===== src/rtl/mdio_pkg.sv =====
package mdio_pkg;

    localparam int FRAME_BITS  = 64;
    localparam int RELEASE_IDX = 46;   // first turnaround bit
    localparam int DATA_IDX    = 48;   // first data bit

    localparam logic [1:0] OFS_CTRL = 2'd0;
    localparam logic [1:0] OFS_OP   = 2'd1;
    localparam logic [1:0] OFS_ADDR = 2'd2;
    localparam logic [1:0] OFS_DATA = 2'd3;

    typedef enum logic [1:0] {
        S_IDLE,
        S_DRIVE,
        S_SAMPLE,
        S_FINISH
    } eng_state_e;

    // Assemble the serial image of one management frame, MSB sent first.
    function automatic logic [FRAME_BITS-1:0] build_frame(
        input logic [31:0] op_word,
        input logic [15:0] addr_word,
        input logic [15:0] data_word
    );
        logic       is_c45;
        logic [1:0] opc;
        logic [1:0] st;
        logic [4:0] fld2;
        logic [15:0] payload;
        is_c45  = op_word[20];
        opc     = op_word[17:16];
        st      = is_c45 ? 2'b00 : 2'b01;
        fld2    = is_c45 ? op_word[14:10] : op_word[4:0];
        payload = (is_c45 && opc == 2'b00) ? addr_word : data_word;
        return {32'hFFFF_FFFF, st, opc, op_word[9:5], fld2, 2'b10, payload};
    endfunction

endpackage


===== src/rtl/mdio_regfile.sv =====
module mdio_regfile
    import mdio_pkg::*;
(
    input  logic                  clk,
    input  logic                  rst_n,
    input  logic [1:0]            reg_addr,
    input  logic                  reg_we,
    input  logic [31:0]           reg_wdata,
    output logic [31:0]           reg_rdata,
    input  logic                  busy_i,
    input  logic                  rx_valid_i,
    input  logic [15:0]           rx_data_i,
    output logic                  start_o,
    output logic                  rd_o,
    output logic [FRAME_BITS-1:0] frame_o
);

    logic [31:0] op_q;
    logic [15:0] addr_q;
    logic [15:0] data_q;

    assign start_o = reg_we && (reg_addr == OFS_CTRL) && reg_wdata[0] && !busy_i;
    assign rd_o    = op_q[17];
    assign frame_o = build_frame(op_q, addr_q, data_q);

    always_ff @(posedge clk or negedge rst_n) begin
        if (!rst_n) begin
            op_q   <= '0;
            addr_q <= '0;
            data_q <= '0;
        end else begin
            if (reg_we && reg_addr == OFS_OP)   op_q   <= reg_wdata;
            if (reg_we && reg_addr == OFS_ADDR) addr_q <= reg_wdata[15:0];
            if (rx_valid_i)                     data_q <= rx_data_i;
            else if (reg_we && reg_addr == OFS_DATA) data_q <= reg_wdata[15:0];
        end
    end

    always_comb begin
        unique case (reg_addr)
            OFS_CTRL: reg_rdata = {31'd0, busy_i};
            OFS_OP:   reg_rdata = op_q;
            OFS_ADDR: reg_rdata = {16'd0, addr_q};
            OFS_DATA: reg_rdata = {16'd0, data_q};
            default:  reg_rdata = '0;
        endcase
    end

    // returned read data lands in the data word one cycle after hand-off
    p_capture_r8: assert property (@(posedge clk) disable iff (!rst_n)
        rx_valid_i |=> data_q == $past(rx_data_i));

endmodule


===== src/rtl/mdio_frame_engine.sv =====
module mdio_frame_engine
    import mdio_pkg::*;
#(
    parameter int CLK_DIV = 64
) (
    input  logic                  clk,
    input  logic                  rst_n,
    input  logic                  start_i,
    input  logic                  rd_i,
    input  logic [FRAME_BITS-1:0] frame_i,
    input  logic                  mdio_i,
    output logic                  busy_o,
    output logic                  mdc_o,
    output logic                  mdio_o,
    output logic                  mdio_oe_o,
    output logic                  rx_valid_o,
    output logic [15:0]           rx_data_o
);

    localparam int HALF = CLK_DIV / 2;
    localparam int CW   = $clog2(HALF) + 1;
    localparam logic [CW-1:0] HALF_LAST = CW'(HALF - 1);
    localparam logic [5:0]    LAST_IDX  = 6'(FRAME_BITS - 1);

    eng_state_e state_q, state_d;
    logic [CW-1:0]         cnt_q;
    logic [5:0]            idx_q;
    logic [FRAME_BITS-1:0] tx_q;
    logic [15:0]           rx_q;
    logic                  rd_q;
    logic                  half_done;

    assign half_done = (cnt_q == HALF_LAST);

    // next-state logic
    always_comb begin
        state_d = state_q;
        unique case (state_q)
            S_IDLE:   if (start_i) state_d = S_DRIVE;
            S_DRIVE:  if (half_done) state_d = S_SAMPLE;
            S_SAMPLE: if (half_done) state_d = (idx_q == LAST_IDX) ? S_FINISH : S_DRIVE;
            S_FINISH: state_d = S_IDLE;
            default:  state_d = S_IDLE;
        endcase
    end

    // state register
    always_ff @(posedge clk or negedge rst_n) begin
        if (!rst_n) state_q <= S_IDLE;
        else        state_q <= state_d;
    end

    // datapath registers
    always_ff @(posedge clk or negedge rst_n) begin
        if (!rst_n) begin
            cnt_q <= '0;
            idx_q <= '0;
            tx_q  <= '0;
            rx_q  <= '0;
            rd_q  <= 1'b0;
        end else begin
            unique case (state_q)
                S_IDLE: begin
                    if (start_i) begin
                        tx_q  <= frame_i;
                        rd_q  <= rd_i;
                        idx_q <= '0;
                        cnt_q <= '0;
                        rx_q  <= '0;
                    end
                end
                S_DRIVE: begin
                    if (half_done) begin
                        cnt_q <= '0;
                        if (rd_q && idx_q >= 6'(DATA_IDX))
                            rx_q <= {rx_q[14:0], mdio_i};
                    end else begin
                        cnt_q <= cnt_q + 1'b1;
                    end
                end
                S_SAMPLE: begin
                    if (half_done) begin
                        cnt_q <= '0;
                        if (idx_q != LAST_IDX) begin
                            idx_q <= idx_q + 1'b1;
                            tx_q  <= {tx_q[FRAME_BITS-2:0], 1'b0};
                        end
                    end else begin
                        cnt_q <= cnt_q + 1'b1;
                    end
                end
                S_FINISH: ;
                default: ;
            endcase
        end
    end

    // outputs
    always_comb begin
        busy_o     = (state_q != S_IDLE);
        mdc_o      = (state_q == S_SAMPLE);
        mdio_o     = tx_q[FRAME_BITS-1];
        mdio_oe_o  = (state_q == S_DRIVE || state_q == S_SAMPLE)
                     && !(rd_q && idx_q >= 6'(RELEASE_IDX));
        rx_valid_o = (state_q == S_FINISH) && rd_q;
        rx_data_o  = rx_q;
    end

    // nothing moves on the bus while idle
    p_idle_quiet_r1: assert property (@(posedge clk) disable iff (!rst_n)
        !busy_o |-> (!mdc_o && !mdio_oe_o));
    // bus value holds through the MDC high half
    p_stable_high_r9: assert property (@(posedge clk) disable iff (!rst_n)
        (mdc_o && $past(mdc_o)) |-> ($stable(mdio_o) && $stable(mdio_oe_o)));
    // the register file offers a start only when the engine is idle
    p_start_idle_r10: assert property (@(posedge clk) disable iff (!rst_n)
        start_i |-> !busy_o);
    // completion follows the high half of the final bit
    p_finish_r2: assert property (@(posedge clk) disable iff (!rst_n)
        (state_q == S_FINISH) |-> ($past(mdc_o) && $past(idx_q) == LAST_IDX));

endmodule


===== src/rtl/mdio_master.sv =====
module mdio_master
    import mdio_pkg::*;
#(
    parameter int CLK_DIV = 64
) (
    input  logic        clk,
    input  logic        rst_n,
    input  logic [1:0]  reg_addr,
    input  logic        reg_we,
    input  logic [31:0] reg_wdata,
    output logic [31:0] reg_rdata,
    output logic        mdc,
    output logic        mdio_o,
    output logic        mdio_oe,
    input  logic        mdio_i
);

    logic                  busy;
    logic                  start;
    logic                  rd;
    logic                  rx_valid;
    logic [15:0]           rx_data;
    logic [FRAME_BITS-1:0] frame;

    mdio_regfile u_regs (
        .clk        (clk),
        .rst_n      (rst_n),
        .reg_addr   (reg_addr),
        .reg_we     (reg_we),
        .reg_wdata  (reg_wdata),
        .reg_rdata  (reg_rdata),
        .busy_i     (busy),
        .rx_valid_i (rx_valid),
        .rx_data_i  (rx_data),
        .start_o    (start),
        .rd_o       (rd),
        .frame_o    (frame)
    );

    mdio_frame_engine #(.CLK_DIV(CLK_DIV)) u_engine (
        .clk        (clk),
        .rst_n      (rst_n),
        .start_i    (start),
        .rd_i       (rd),
        .frame_i    (frame),
        .mdio_i     (mdio_i),
        .busy_o     (busy),
        .mdc_o      (mdc),
        .mdio_o     (mdio_o),
        .mdio_oe_o  (mdio_oe),
        .rx_valid_o (rx_valid),
        .rx_data_o  (rx_data)
    );

endmodule


===== config.mk =====
export PLATFORM = sky130hd
export DESIGN_NAME = mdio_master
export DESIGN_NICKNAME = d
export VERILOG_FILES = /design/src/rtl/mdio_pkg.sv /design/src/rtl/mdio_regfile.sv /design/src/rtl/mdio_frame_engine.sv /design/src/rtl/mdio_master.sv
export SDC_FILE = /design/constraint.sdc
export NUM_CORES = 1
export LEC_CHECK = 0
export ABC_AREA = 1
export CAP_MARGIN = 30
export CORE_MARGIN = 4
export CORE_UTILIZATION = 55
export CTS_BUF_LIST = sky130_fd_sc_hd__clkbuf_2
export CTS_CLUSTER_DIAMETER = 150
export DETAILED_ROUTE_END_ITERATION = 8
export DONT_BUFFER_PORTS = 1
export PLACE_DENSITY = 0.7
export SYNTH_ARGS = -nofsm -noshare
export SYNTH_HDL_FRONTEND = slang
export SYNTH_SLANG_ARGS = --single-unit

===== constraint.sdc =====
create_clock -name clk -period 4.41 [get_ports clk]
set_input_delay 0.6615 -clock clk [delete_from_list [all_inputs] [get_ports clk]]
set_output_delay 0.6615 -clock clk [all_outputs]
set_load 0.05 [all_outputs]

# Word level (Yosys, flattened, before mapping)
# Cells that the tools add are included.
# totals
input_bits	38
out_inout_bits	35
regBits	159
elab_cells	80
# op_classes
eq_ne	14
reduce_logical	28
addsub	2
n_lt_le_gt_ge	2
mux	25
# ops
op	n
$mux 64	3
$pmux 32 s4	1
$pmux 64 s2	1
$mux 16	6
$pmux 16 s2	1
$mux 6	4
$pmux 6 s2	2
$add 6x1->6 const B	2
$ge 6x6->1 const B	2
$logic_and 1x1->1	11
$reduce_bool 2->1	5
$eq 2x2->1 const B	4
$mux 2	4
$ne 2x1->1 const B	4
$pmux 2 s4	1
$reduce_and 4->1	2
$eq 6x5->1 const B	1
$eq 6x6->1 const B	1
$logic_not 2->1	3
$ne 6x6->1 const B	1
$mux 5	1
$eq 2x1->1 const B	2
$reduce_and 2->1	2
$reduce_and 3->1	1
5 further kinds	6

# Logic depth before layout (Yosys ltp)
# logic_depth
word_depth	6
ltp_mapped	10
ltp_nobuf	9

# Modules after synthesis
# A second synthesis with hierarchy kept.
# unflattened
hier_cells	1233
area_unflattened_um2	8540.7
# by_module_without_submodules
module	seq_area_each_um2	cells_each	area_per_inst_um2	instances
mdio_frame_engine	2377.3	680	4819.6	1
mdio_regfile	1601.5	553	3721.1	1

# Worst setup path after synthesis
# No wires, ideal clock.
# synth_timing
path_type	input -> output
start	in reg_addr[1]
end	out reg_rdata[6]
arrival_time_ns	1.862
path_buffers	1
slack_ns	1.886
required_ns	3.749
cell_stages	4
path_cell_list	inv_1 -> nand2_1 -> buf_1 -> o221ai_1
# synth_via
elab_chain_len	2
word_cells_on_any_way	5
# synth_lines
element	line	text
start, declared	mdio_master.sv:8	input logic [1:0] reg_addr,
$eq 2x2->1 (tied with other cells)	mdio_regfile.sv:40	unique case (reg_addr)
$pmux 32 s4 (*)	mdio_regfile.sv:40	
end, declared	mdio_master.sv:11	output logic [31:0] reg_rdata,
# Every way passes the cells marked *; elsewhere a longest branch is shown, timed or not.

# Worst setup path after layout
# layout_timing
start	reg u_regs.op_q[20]
end	out reg_rdata[20]
# layout_via
elab_chain_len	1
# layout_lines
element	line	text
start, declared	mdio_regfile.sv:18	logic [31:0] op_q;
start signal, assigned	mdio_regfile.sv:32	if (reg_we && reg_addr == OFS_OP) op_q <= reg_wdata;
$pmux 32 s4	mdio_regfile.sv:40	
# No other way between the ends.

==> results.sh <==
export IMPL_track_usage=0.235
export IMPL_p_comb_frac=0.445
export IMPL_die_h_um=130
export IMPL_worstHoldPathType="input port to register"
export IMPL_numCtsBuffers=17
export IMPL_critPathMaxFanout=24
export IMPL_fin_tns_setup_ns=0
export IMPL_fmax_mhz=329
export IMPL_fill_cells=1361
export IMPL_synth_cells=1049
export IMPL_grt_pass1_wl_um=31500
export IMPL_place_hpwl_um=12200
export IMPL_post_cts_resized=0
export IMPL_area_delta_synth_final_pct=5.48
export IMPL_fin_skew_ns=0.0355
export IMPL_cp_data_required_time_ns=3.75
export IMPL_htreeDepth=4
export IMPL_die_area_mm2=0.0168
export IMPL_die_x_um=130
export IMPL_fin_cells=1231
export IMPL_slowest_stage="nor2_1"
export IMPL_io_pins=73
export IMPL_drt_iter0_markers=576
export IMPL_p_total_uw=5490
export IMPL_p_sw_uw=2530
export IMPL_finalMaxSlewViolations=0
export IMPL_ant_nets=0
export IMPL_synthArstFlopShare=1.00
export IMPL_clk_path_buf_depth=2
export IMPL_nets=1078
export IMPL_worstSetupPathType="register to primary output"
export IMPL_synth_seq_area_share=0.488
export IMPL_syn_area_per_cell_um2=7.77
export IMPL_status="complete, no violations"
export IMPL_p_seq_frac=0.400
export IMPL_vias=6853
export IMPL_initial_core_util=0.561
export IMPL_wl_per_cell_um=15.7
export IMPL_wirelength_um=19300
export IMPL_power_leakage_uw=0.00449
export IMPL_final_common_cell="nand2_1"
export IMPL_cts_root_buf="clkbuf_2"
export IMPL_synthesis_nets=1094
export IMPL_cts_sinks=159
export IMPL_power_density_mw_per_mm2=639
export IMPL_cts_tree="built"
export IMPL_synth_distinct_cells=32
export IMPL_synth_area_mm2=0.00815
export IMPL_critPathCaptureType="primary output"
export IMPL_cp_cell_sequence="buf_4, inv_1, nor2_1"
export IMPL_setup_violations=0
export IMPL_ys_warn_count=0
export IMPL_drt_vias_per_instance=5.57
export IMPL_mostFrequentLayoutCells="397 x nand2_1, 159 x dfrtp_1, 88 x inv_1"
export IMPL_synth_seq_cells=159
export IMPL_relSlewSlack=0.275
export IMPL_grt_pass1_vias=6089
export IMPL_worstPathArrival_ns=2.38
export IMPL_intPower_uw=2960
export IMPL_grt_max_degree=160
export IMPL_rsz0062_at_grt="no"
export IMPL_std_cell_rows=44
export IMPL_grt_antenna_before_repair=1
export IMPL_synth_edf_count=0
export IMPL_layout_min_cycle_time_ns=3.04
export IMPL_drcViolationCount=0
export IMPL_dr_pass1_iters=5
export IMPL_io_buffers=0
export IMPL_p_sw_frac=0.461
export IMPL_cts_clk_slew_worst_paths_ns=0.23
export IMPL_startpoint_type="register"
export IMPL_post_route_period_util=0.689
export IMPL_vdd_drop_max_mv=0.479
export IMPL_insertion_delay_ns=0.75
export IMPL_gp_congestion=0.829
export IMPL_clkPwrFrac=0.155
export IMPL_dpl_cell_count=1186
export IMPL_hold_violations=0
export IMPL_grt_overflow_total=0
export IMPL_max_stage_delay_ns=0.75
export IMPL_synth_top_flop_cell="dfrtp_1"
export IMPL_tightestPinTransition_ns=1.08
export IMPL_core_area_mm2=0.0145
export IMPL_drv_cap=0
export IMPL_drive_above_1_share=0.0967
[power by group through the flow]
stage	sequential, uW	clock, uW	combinational (uW)
6_report	2200	852	2440
5_1_grt	2250	927	2740
4_1_cts	2190	865	2440
3_5_place_dp	2220	0	2410
3_3_place_gp	2210	0	2340
2_1_floorplan	2150	0	2000
[final cells by class]
cell class,count,area (um^2),area share
Tap cell,184,230,0.0268
Clock buffer,17,85.1,0.00990
Timing Repair Buffer,33,313,0.0364
Sequential cell,159,3980,0.463
Multi-Input combinational cell,732,3480,0.405
Inverter,90,338,0.0393
Antenna cell,2,5.00,0.000582
Clock inverter,14,168,0.0195
[critical path: cells and delay by family (launching register included)]
family | cells | cell delay, ns
buffers and inverters | 2 | 0.51
DFF | 1 | 0.37
and+or+nand+nor | 1 | 0.75
[logic make-up after synthesis]
| kind of cell | Yosys count | synth area share |
|---|---|---|
| AO/OA/AOI/OAI | 120 | 0.0880 |
| XOR/XNOR | 3 | 0.00322 |
| adder cells (fa/ha/maj) | 7 | 0.0107 |
| buffers and inverters | 158 | 0.0861 |
| flip-flops | 159 | 0.488 |
| AND/OR/NAND/NOR | 602 | 0.324 |
[metal layers]
layer / global-route usage / vias to the layer above / share of wire
li1: - / 3352 / -
met1: 0.354 / 3259 / 0.48
met2: 0.338 / 205 / 0.43
met3: 0.0520 / 37 / 0.063
met4: 0.0813 / 0 / 0.021
met5: 0 / - / 0
[registers in the layout, indices dropped and copies added, names as in the netlist]
signal / flops
u_engine.tx_q: 64
u_regs.op_q: 32
u_engine.rx_data_o: 16
u_regs.addr_q: 16
u_regs.data_q: 16
u_engine.cnt_q: 6
u_engine.idx_q: 6
u_engine.state_q: 2
u_engine.rd_q: 1
[metrics by stage]
stage / worst slack (ns) / instance area, um^2 / util / hold slack, ns
2_1_floorplan: 1.89 / 8150 / - / 0.366
4_1_cts: 1.30 / 8580 / 0.590 / 0.00173
5_1_grt: 1.19 / 8600 / 0.592 / 0.00216
3_5_place_dp: 1.48 / 8210 / 0.565 / 0.369
3_3_place_gp: 1.41 / 8140 / 0.560 / 0.369
6_report: 1.37 / 8600 / 0.592 / 0.0623
[synth_stat cells (2+ instances only)]
cell type    n  area (um^2)
or2_2       33          206
o21ai_0     35          175
nand4_1     65          407
buf_2       20          100
o21ai_1     27          135
buf_6        6         67.6
o221ai_1     5         43.8
nand3_1     29          145
nand3b_1    16          120
inv_1       88          330
a21oi_1     16         80.1
nand2_1    398         1490
buf_1        5         18.8
clkbuf_1    26         97.6
o211ai_1    26          195
nand3_2      3         30.0
buf_4       10         75.1
nor2_1      52          195
a31oi_1      6         37.5
inv_2        2         7.51
nor2_2       4         25.0
o21ai_2      2         17.5
dfrtp_1    159         3980
xnor2_1      2         17.5
ha_1         7         87.6
[path summary, 6_finish.rpt]
check,startpoint,endpoint,slack (ns),depth (start not counted)
max,u_regs.op_q[20],reg_rdata[20],1.37,3
max in group asynchronous,rst_n,u_engine.cnt_q[1],3.19,2
max reg2reg,u_engine.state_q[0],u_engine.tx_q[15],1.55,10
min,reg_wdata[31],u_regs.op_q[31],0.06,2
min in group asynchronous,rst_n,u_engine.tx_q[17],0.55,2
min reg2reg,u_engine.tx_q[54],u_engine.tx_q[54],0.49,2
[what timing repair did]
action                                  4_1_cts  5_1_grt
hold buffers                                 10        1
buffers inserted                              0        0
endpoints found under the setup margin        0        0
endpoints found under the hold margin       167        1
(Power assumes the default switching activity.)
